**src/rtl/ifb_pkg.sv**
```systemverilog
package ifb_pkg;

  typedef enum logic [1:0] {
    MODE_LINE  = 2'b00,
    MODE_HALF  = 2'b01,
    MODE_ANY   = 2'b10,
    MODE_WORD  = 2'b11
  } fillMode_e;

  typedef enum logic [1:0] {
    SEL_TAG = 2'b00,
    SEL_BUF = 2'b01,
    SEL_EXT = 2'b10
  } dataSel_e;

  typedef enum logic {
    ST_IDLE = 1'b0,
    ST_WAIT = 1'b1
  } ifbState_e;

  // Strobes from control to datapath
  typedef struct packed {
    logic     startFill;
    logic     writeWord;
    logic     endFill;
    dataSel_e sel;
  } ifbStrobes_t;

endpackage

```
**src/rtl/ifb_datapath.sv**
```systemverilog
module ifb_datapath
  import ifb_pkg::*;
#(
  parameter int ADDR_W     = 32,
  parameter int DATA_W     = 32,
  parameter int LINE_WORDS = 4
) (
  input  logic              clk,
  input  logic              rstN,
  input  ifbStrobes_t       strobes,
  input  logic              invalidateAll,
  input  logic [ADDR_W-1:0] fetchAddr,
  input  logic [DATA_W-1:0] tagData,
  input  logic [DATA_W-1:0] extData,
  output logic              bufHit,
  output logic              bufValid,
  output logic [ADDR_W-1:0] extAddr,
  output logic [DATA_W-1:0] fetchData
);

  localparam int BOFF_W = $clog2(DATA_W / 8);
  localparam int WIDX_W = $clog2(LINE_WORDS);
  localparam int OFF_W  = BOFF_W + WIDX_W;
  localparam int TAG_W  = ADDR_W - OFF_W;

  logic [TAG_W-1:0]  lineTag;
  logic [WIDX_W-1:0] wrIdx;
  logic              fillClean;
  logic [DATA_W-1:0] words [LINE_WORDS];
  logic [DATA_W-1:0] bufWord;

  logic [TAG_W-1:0]  reqTag;
  logic [WIDX_W-1:0] reqIdx;
  logic              unusedAddrLow;

  assign reqTag        = fetchAddr[ADDR_W-1:OFF_W];
  assign reqIdx        = fetchAddr[OFF_W-1:BOFF_W];
  assign unusedAddrLow = ^fetchAddr[BOFF_W-1:0];

  // Line address, valid flag and write pointer
  always_ff @(posedge clk or negedge rstN) begin
    if (!rstN) begin
      lineTag   <= '0;
      wrIdx     <= '0;
      bufValid  <= 1'b0;
      fillClean <= 1'b0;
    end else begin
      if (strobes.startFill) begin
        lineTag   <= reqTag;
        wrIdx     <= reqIdx;
        bufValid  <= 1'b0;
        fillClean <= 1'b1;
      end
      if (strobes.writeWord) begin
        wrIdx <= wrIdx + 1'b1;
      end
      if (strobes.endFill) begin
        bufValid <= fillClean;
      end
      if (invalidateAll) begin
        bufValid  <= 1'b0;
        fillClean <= 1'b0;
      end
    end
  end

  // One register per longword of the line
  for (genvar w = 0; w < LINE_WORDS; w++) begin : g_word
    always_ff @(posedge clk or negedge rstN) begin
      if (!rstN) begin
        words[w] <= '0;
      end else if (strobes.writeWord && (wrIdx == WIDX_W'(w))) begin
        words[w] <= extData;
      end
    end
  end

  assign bufWord = words[reqIdx];
  assign bufHit  = bufValid && (lineTag == reqTag);
  assign extAddr = {fetchAddr[ADDR_W-1:BOFF_W], {BOFF_W{1'b0}}};

  always_comb begin
    unique case (strobes.sel)
      SEL_TAG: fetchData = tagData;
      SEL_BUF: fetchData = bufWord;
      default: fetchData = extData;
    endcase
  end

endmodule

```
**src/rtl/ifb_control.sv**
```systemverilog
module ifb_control
  import ifb_pkg::*;
#(
  parameter int LINE_WORDS = 4
) (
  input  logic        clk,
  input  logic        rstN,
  input  logic        fetchValid,
  input  logic        fetchCacheable,
  input  logic        tagHit,
  input  logic        cacheEnable,
  input  logic [1:0]  fillMode,
  input  logic        secondHalf,
  input  logic        bufHit,
  input  logic        extDataValid,
  output ifbStrobes_t strobes,
  output logic        extReq,
  output logic        extLine,
  output logic        fetchReady,
  output logic        bufLoad
);

  localparam int CNT_W = $clog2(LINE_WORDS + 1);

  ifbState_e        state;
  logic             lineFill;
  logic             firstBeat;
  logic [CNT_W-1:0] beatsLeft;

  logic lookupOk;
  logic wantLine;
  logic lastBeat;

  assign lookupOk = cacheEnable && fetchCacheable;
  assign lastBeat = (beatsLeft == CNT_W'(1));

  // Transfer size decode
  always_comb begin
    wantLine = 1'b0;
    if (lookupOk) begin
      unique case (fillMode_e'(fillMode))
        MODE_LINE: wantLine = 1'b1;
        MODE_HALF: wantLine = !secondHalf;
        MODE_ANY:  wantLine = 1'b1;
        default:   wantLine = 1'b0;
      endcase
    end
  end

  always_comb begin
    strobes    = '{startFill: 1'b0, writeWord: 1'b0, endFill: 1'b0, sel: SEL_EXT};
    extReq     = 1'b0;
    extLine    = 1'b0;
    fetchReady = 1'b0;
    bufLoad    = 1'b0;
    unique case (state)
      ST_IDLE: begin
        if (fetchValid) begin
          if (lookupOk && tagHit) begin
            strobes.sel = SEL_TAG;
            fetchReady  = 1'b1;
          end else if (lookupOk && bufHit) begin
            strobes.sel = SEL_BUF;
            fetchReady  = 1'b1;
          end else begin
            extReq            = 1'b1;
            extLine           = wantLine;
            strobes.startFill = wantLine;
          end
        end
      end
      default: begin
        if (extDataValid) begin
          strobes.sel       = SEL_EXT;
          fetchReady        = firstBeat;
          strobes.writeWord = lineFill;
          bufLoad           = lineFill;
          strobes.endFill   = lineFill && lastBeat;
        end
      end
    endcase
  end

  always_ff @(posedge clk or negedge rstN) begin
    if (!rstN) begin
      state     <= ST_IDLE;
      lineFill  <= 1'b0;
      firstBeat <= 1'b0;
      beatsLeft <= '0;
    end else begin
      unique case (state)
        ST_IDLE: begin
          if (extReq) begin
            state     <= ST_WAIT;
            lineFill  <= wantLine;
            firstBeat <= 1'b1;
            beatsLeft <= wantLine ? CNT_W'(LINE_WORDS) : CNT_W'(1);
          end
        end
        default: begin
          if (extDataValid) begin
            firstBeat <= 1'b0;
            beatsLeft <= beatsLeft - 1'b1;
            if (lastBeat) begin
              state <= ST_IDLE;
            end
          end
        end
      endcase
    end
  end

endmodule

```
**src/rtl/ifb_ctrl.sv**
```systemverilog
module ifb_ctrl
  import ifb_pkg::*;
#(
  parameter int ADDR_W     = 32,
  parameter int DATA_W     = 32,
  parameter int LINE_WORDS = 4
) (
  input  logic              clk,
  input  logic              rstN,
  input  logic              fetchValid,
  input  logic [ADDR_W-1:0] fetchAddr,
  input  logic              fetchCacheable,
  input  logic              tagHit,
  input  logic [DATA_W-1:0] tagData,
  input  logic              cacheEnable,
  input  logic [1:0]        fillMode,
  input  logic              invalidateAll,
  input  logic              extDataValid,
  input  logic [DATA_W-1:0] extData,
  output logic              extReq,
  output logic [ADDR_W-1:0] extAddr,
  output logic              extLine,
  output logic [DATA_W-1:0] fetchData,
  output logic              fetchReady,
  output logic              bufLoad
);

  localparam int HALF_BIT = $clog2(DATA_W / 8) + $clog2(LINE_WORDS) - 1;

  ifbStrobes_t strobes;
  logic        bufHit;
  logic        bufValid;

  ifb_control #(.LINE_WORDS(LINE_WORDS)) u_control (
    .clk           (clk),
    .rstN          (rstN),
    .fetchValid    (fetchValid),
    .fetchCacheable(fetchCacheable),
    .tagHit        (tagHit),
    .cacheEnable   (cacheEnable),
    .fillMode      (fillMode),
    .secondHalf    (fetchAddr[HALF_BIT]),
    .bufHit        (bufHit),
    .extDataValid  (extDataValid),
    .strobes       (strobes),
    .extReq        (extReq),
    .extLine       (extLine),
    .fetchReady    (fetchReady),
    .bufLoad       (bufLoad)
  );

  ifb_datapath #(
    .ADDR_W    (ADDR_W),
    .DATA_W    (DATA_W),
    .LINE_WORDS(LINE_WORDS)
  ) u_datapath (
    .clk          (clk),
    .rstN         (rstN),
    .strobes      (strobes),
    .invalidateAll(invalidateAll),
    .fetchAddr    (fetchAddr),
    .tagData      (tagData),
    .extData      (extData),
    .bufHit       (bufHit),
    .bufValid     (bufValid),
    .extAddr      (extAddr),
    .fetchData    (fetchData)
  );

endmodule

```
**config.mk**
```make
export PLATFORM = sky130hd
export DESIGN_NAME = ifb_ctrl
export DESIGN_NICKNAME = d
export VERILOG_FILES = /design/src/rtl/ifb_pkg.sv /design/src/rtl/ifb_datapath.sv /design/src/rtl/ifb_control.sv /design/src/rtl/ifb_ctrl.sv
export SDC_FILE = /design/constraint.sdc
export NUM_CORES = 1
export LEC_CHECK = 0
export BUFFER_PORTS_ARGS = -buffer_cell sky130_fd_sc_hd__buf_2
export CAP_MARGIN = 20
export CORE_MARGIN = 5
export CORE_UTILIZATION = 31
export CTS_BUF_LIST = sky130_fd_sc_hd__clkbuf_8
export CTS_CLUSTER_SIZE = 8
export DETAILED_ROUTE_END_ITERATION = 16
export PLACE_DENSITY_LB_ADDON = 0.1
export RECOVER_POWER = 25
export REMOVE_ABC_BUFFERS = 1
export SLEW_MARGIN = 20
export SYNTH_ARGS = -nofsm -noshare
export SYNTH_HDL_FRONTEND = slang
export SYNTH_SLANG_ARGS = --single-unit
```
**constraint.sdc**
```tcl
create_clock -name clk -period 8.2 [get_ports clk]
set_input_delay 1.64 -clock clk [delete_from_list [all_inputs] [get_ports clk]]
set_output_delay 1.64 -clock clk [all_outputs]
set_load 0.005 [all_outputs]
```
Word level (Yosys, flattened, before mapping)
Index checks and enable logic that the tools add are counted.

Muxes and demuxes: 45. Equal/unequal tests: 9. Magnitude comparators: 1. Bitwise operators: 2. Reduce and logical (&&, ||, !) cells: 20. $add $sub $neg: 2.

Operators with widths (number): $bmux 32 s2 (1); $mux 32 (2); $pmux 32 s2 (1); $eq 28x28->1 (1); $mux 1 (28); $mux 2 (7); $mux 3 (4); $logic_and 1x1->1 (9); $eq 2x1->1 const B (3); $eq 2x2->1 const B (3); $logic_not 2->1 (3); $reduce_bool 2->1 (3); $mux 4 (1); $reduce_and 2->1 (2); $eq 3x1->1 const B (1); $ge 3x3->1 const B (1); $not 2->3 (1); $reduce_bool 3->1 (1); $sub 3x1->3 const B (1); $add 2x1->2 const B (1); $ne 2x2->1 const B (1); $pmux 1 s2 (1); $reduce_or 2->1 (1); $logic_not 1->1 (1); $not 1->1 (1).

Bits of input ports: 106. Bits in registers: 166. Output and inout bits: 68.

Longest topological paths before layout
Depth after elaboration: 11. Depth in mapped cells: 8.

By module
A second synthesis with hierarchy kept.

Cell total of the unflattened synthesis: 581. Area, all modules: 8475.6 um^2.

Modules (own cells, without submodules): ifb_datapath (area each 8071.5 um^2, seq. area each 4003.8 um^2, cells each 537, instances 1); ifb_control (area each 404.1 um^2, seq. area each 150.1 um^2, cells each 44, instances 1).

Worst setup path after synthesis
OpenSTA, ideal clock, no wires.

Path type: input to output. Start point: input fetchAddr[2]. End point: output fetchData[14]. Slack: 3.087 ns. Data arrival time: 3.473 ns. Data required time: 6.560 ns. Stages: 5. Path through: clkbuf_1 buf_1 mux4_2 a22o_1 mux2_1.

Word-level cells in the longest chain between the ends: 5.

RTL lines: start: declaration (RTL line ifb_ctrl.sv:11) `input logic [ADDR_W-1:0] fetchAddr,`; $not 2->3 (not written as such) (RTL line ifb_datapath.sv:78) `assign bufWord = words[reqIdx];`; $bmux 32 s2 (RTL line ifb_datapath.sv:78); $mux 32 (not written as such) (2 in a row) (RTL line ifb_datapath.sv:78); $pmux 32 s2 (RTL line ifb_datapath.sv:83) `unique case (strobes.sel)`; end: declaration (RTL line ifb_ctrl.sv:23) `output logic [DATA_W-1:0] fetchData,`.

No other way between the ends. The select of a mux whose other input is x is not followed.

Worst setup path after layout
Start point: input fetchAddr[20]. End point: output fetchData[2].

Word-level cells in the longest chain between the ends: 9. Elaborated cells between the ends (all ways): 10.

RTL lines: $eq 28x28->1 * (RTL line ifb_datapath.sv:79) `assign bufHit = bufValid && (lineTag == reqTag);`; $logic_and 1x1->1 * (RTL line ifb_datapath.sv:79); $logic_and 1x1->1 * (RTL line ifb_control.sv:62) `end else if (lookupOk && bufHit) begin`; $mux 2 * (RTL line ifb_control.sv:62); $mux 2 * (RTL line ifb_control.sv:59) `if (lookupOk && tagHit) begin`; $mux 2 * (RTL line ifb_control.sv:58) `if (fetchValid) begin`; $mux 2 * (RTL line ifb_control.sv:56) `unique case (state)`; $eq 2x1->1 / $logic_not 2->1 (equally long branches) (RTL line ifb_datapath.sv:83); $pmux 32 s2 * (RTL line ifb_datapath.sv:83).

Mark *: on every way between the ends. The rest lies on a longest branch, timed or not.

==> flow_metrics.py <==
metrics = {
    "run_status": {
        "status": "finished, violations left",
        "violations": "max-capacitance violations, max-slew violations",
    },
    "worst_setup_path": {
        "crit_slowest_cell": "o21a_2",
        "startpoint": "fetchAddr[20]",
        "r2r-end": "u_datapath.lineTag[0]",
        "rrSetupSlack_ns": 5.26,
        "r2r_cells": 7,
        "start_kind": "input port",
        "worst_ep_arrival_time_ns": 4.55,
        "cp_slowest_stage_delay_ns": 0.83,
        "worstSetupEndpointType": "primary output",
        "critPathRequiredTime_ns": 6.56,
        "crit_type": "in -> out",
        "crit_fanout": 33,
        "crit_top_cell": "buf_2",
        "cp_cell_sequence": "buf_2, xor2_1, nor4_1, nand2_1, nor4_2, o21a_2, mux2_2, buf_2",
        "endpoint": "fetchData[2]",
        "rr_startpoint": "u_datapath.lineTag[9]",
    },
    "yosys": {
        "ys_types": 44,
        "syn_area_um2": 8490,
        "yosys_warnings": 0,
        "yosys-top-cells-area": "dfrtp_1, mux2_2, mux4_2",
        "synth_flop_cell": "dfrtp_1",
        "synth_top_area_frac": 0.489,
        "ys_seq_elements": 166,
        "synthCells": 613,
        "avgSynthCellArea_um2": 13.9,
        "synth-edff-count": 0,
        "ys_seq_area_frac": 0.489,
        "synthArstFlopShare": 1.00,
        "yosysTopAreaCell": "dfrtp_1",
    },
    "clock_tree": {
        "cts-resized-gates": 0,
        "cts_tree": "done",
        "numCtsBuffers": 17,
        "htree_levels": 4,
        "clk_pin_slew_ns": 0.09,
        "postCtsHoldBufs": 0,
        "cts.path.max_buffers": 2,
        "cts_sinks": 166,
        "cts_root_buf": "clkbuf_8",
        "cts_setup_buffers": 0,
        "clk_latency_ns": 0.46,
    },
    "grt": {
        "grt_pass1_vias": 6035,
        "use_met3": 0.0342,
        "track_usage": 0.136,
        "grt_use_met1": 0.164,
        "grt_pass1_wl_mm": 32.9,
        "grt.overflow.total": 0,
        "antenna_found_initial": 2,
        "grt_max_degree": 90,
        "grt-busiest-layer": "met2",
        "grt_use_met2": 0.245,
    },
    "sta": {
        "final_hold_viol_count": 0,
        "rsz0062_at_grt": "no",
        "skew_ns": 0.0175,
        "worst_slew_pin_slew_ns": 4.85,
        "maxSlewViolCount": 90,
        "relSlewSlack": -2.23,
        "post-route-min-period_ns": 6.19,
        "finalSetupViolCount": 0,
        "tns_ns": 0,
        "period_share": 0.755,
        "max_clock_freq_mhz": 162,
    },
    "route": {
        "drtAntennaViolNets": 0,
        "wl_per_cell_um": 18.8,
        "drt-initial-drc-count": 225,
        "drcViolationCount": 0,
        "viasPerCell": 4.94,
        "route.final.wire_length_mm": 20.6,
        "drtPass1Iterations": 4,
        "num_vias": 5413,
    },
    "placed_design": {
        "gp_congestion": 0.733,
        "place_inst": 1062,
        "placed_cell_area_um2": 9420,
        "dpl.hpwl_mm": 13.8,
        "port_buffers": 169,
    },
    "power_and_ir_drop": {
        "p_sw_frac": 0.285,
        "power_density_nw_per_um2": 291,
        "vdd_drop_max_mv": 0.108,
        "pwr-share-comb": 0.279,
        "clockPowerShare": 0.232,
        "leakage_nw": 4.73,
        "seq_power_share": 0.489,
        "p_int_mw": 2.06,
        "finalPower_mw": 2.87,
        "power.net_switching_mw": 0.818,
    },
    "die": {
        "core_area_um2": 27000,
        "die_height_um": 176,
        "start_util": 0.315,
        "num_rows": 60,
        "pin_count": 174,
        "die_x_um": 176,
        "dieArea_um2": 30800,
    },
    "cells_and_area": {
        "final_nets": 853,
        "area_growth_pct": 16.3,
        "nFillCells": 2630,
        "drive_above_1_share": 0.569,
        "fin_cells": 1095,
        "diodes": 0,
        "final_common_cell": "mux2_2",
        "final_area_um2": 9880,
        "multi_input_area_um2": 3920,
        "register_area_um2": 4150,
        "final_cell_mix": "mux2_2, buf_2, dfrtp_1",
    },
    "job": {
        "drv_cap": 1,
    },
    "min_path": {
        "hold_path.class": "reg -> reg",
    },
}
==> metal layers <==
layer	part of all wire	wire (µm)
met1	0.42	8690
met2	0.52	10700
met3	0.047	964
met4	0.010	211
met5	0.00092	19
==> cells in the mapped netlist (2+ instances only) <==
| cell type | n |
|---|---|
| a21oi_1 | 3 |
| a22o_1 | 31 |
| and3_1 | 2 |
| buf_1 | 12 |
| buf_2 | 4 |
| buf_4 | 36 |
| clkbuf_1 | 12 |
| dfrtp_1 | 166 |
| ha_1 | 6 |
| inv_1 | 8 |
| mux2_1 | 5 |
| mux2_2 | 169 |
| mux2_4 | 8 |
| mux4_2 | 32 |
| nand2_1 | 27 |
| nand2b_1 | 7 |
| nand3_1 | 5 |
| nand4_1 | 4 |
| nor2_1 | 2 |
| nor2b_1 | 5 |
| nor3b_1 | 2 |
| nor4_1 | 6 |
| nor4_2 | 2 |
| o211ai_1 | 2 |
| o21ai_0 | 13 |
| o22ai_1 | 2 |
| or2_2 | 2 |
| or4_4 | 2 |
| xor2_1 | 23 |
==> stage by stage <==
step | hold WS (ns) | utilization | setup WS [ns]
after floorplan | 0.445 | - | 2.26
after global placement | 0.457 | 0.350 | 1.95
after detailed placement | 0.466 | 0.350 | 1.93
after CTS | 0.488 | 0.366 | 1.92
after global routing | 0.519 | 0.366 | 1.38
final | 0.486 | 0.366 | 2.01
==> power groups by stage <==
stage / Clock (mW) / Sequential (mW) / Combinational [mW]
2_1_floorplan: 0 / 1.35 / 0.622
3_3_place_gp: 0 / 1.38 / 0.788
5_1_grt: 0.724 / 1.45 / 0.895
4_1_cts: 0.693 / 1.40 / 0.823
6_report: 0.665 / 1.41 / 0.803
3_5_place_dp: 0 / 1.42 / 0.822
==> worst min path at each step <==
stage	start	slack [ns]	cells after the start	endpoint
after floorplan	u_datapath.words[39]	0.44	2	u_datapath.words[39]
after global placement	u_datapath.words[7]	0.46	2	u_datapath.words[7]
after detailed placement	u_control.firstBeat	0.47	2	u_control.firstBeat
after CTS	u_control.firstBeat	0.49	2	u_control.firstBeat
after global routing	u_datapath.words[58]	0.52	1	u_datapath.words[58]
final	u_control.firstBeat	0.49	2	u_control.firstBeat
==> flip-flops by register name (all words and copies together), names as in the netlist <==
| register | cells |
|---|---|
| u_datapath.words | 128 |
| u_datapath.lineTag | 28 |
| u_control.beatsLeft | 3 |
| u_datapath.wrIdx | 2 |
| u_control.firstBeat | 1 |
| u_control.lineFill | 1 |
| u_control.state | 1 |
| u_datapath.bufValid | 1 |
| u_datapath.fillClean | 1 |
==> worst max-delay path, delay by kind of cell <==
family,cells,cell delay [ns]
muxes,1,0.43
buffers and inverters,2,0.25
AOI/OAI and AO/OA,1,0.83
and+or+nand+nor,3,1.23
xor gates and xnor gates,1,0.15
==> cell families (layout without fill, tap and decap cells) <==
family                     after synthesis  count (layout)  share of synthesized area
AOI/OAI and AO/OA                       56              56                     0.0495
xor gates and xnor gates                24              24                     0.0247
adders and majority gates                6               6                    0.00884
buffers and inverters                   76             216                     0.0526
DFF                                    166             166                      0.489
muxes                                  214             214                      0.330
other                                    1               2                   0.000441
and+or+nand+nor                         70              70                     0.0452
==> cell type report <==
class,count,area share
sequential,166,0.421
multi-input combinational,372,0.397
timing repair buffer,174,0.0903
tap,341,0.0432
clock buffer,17,0.0237
clock inverter,15,0.0213
inverter,10,0.00405
Power figures use the tool's default switching activity.
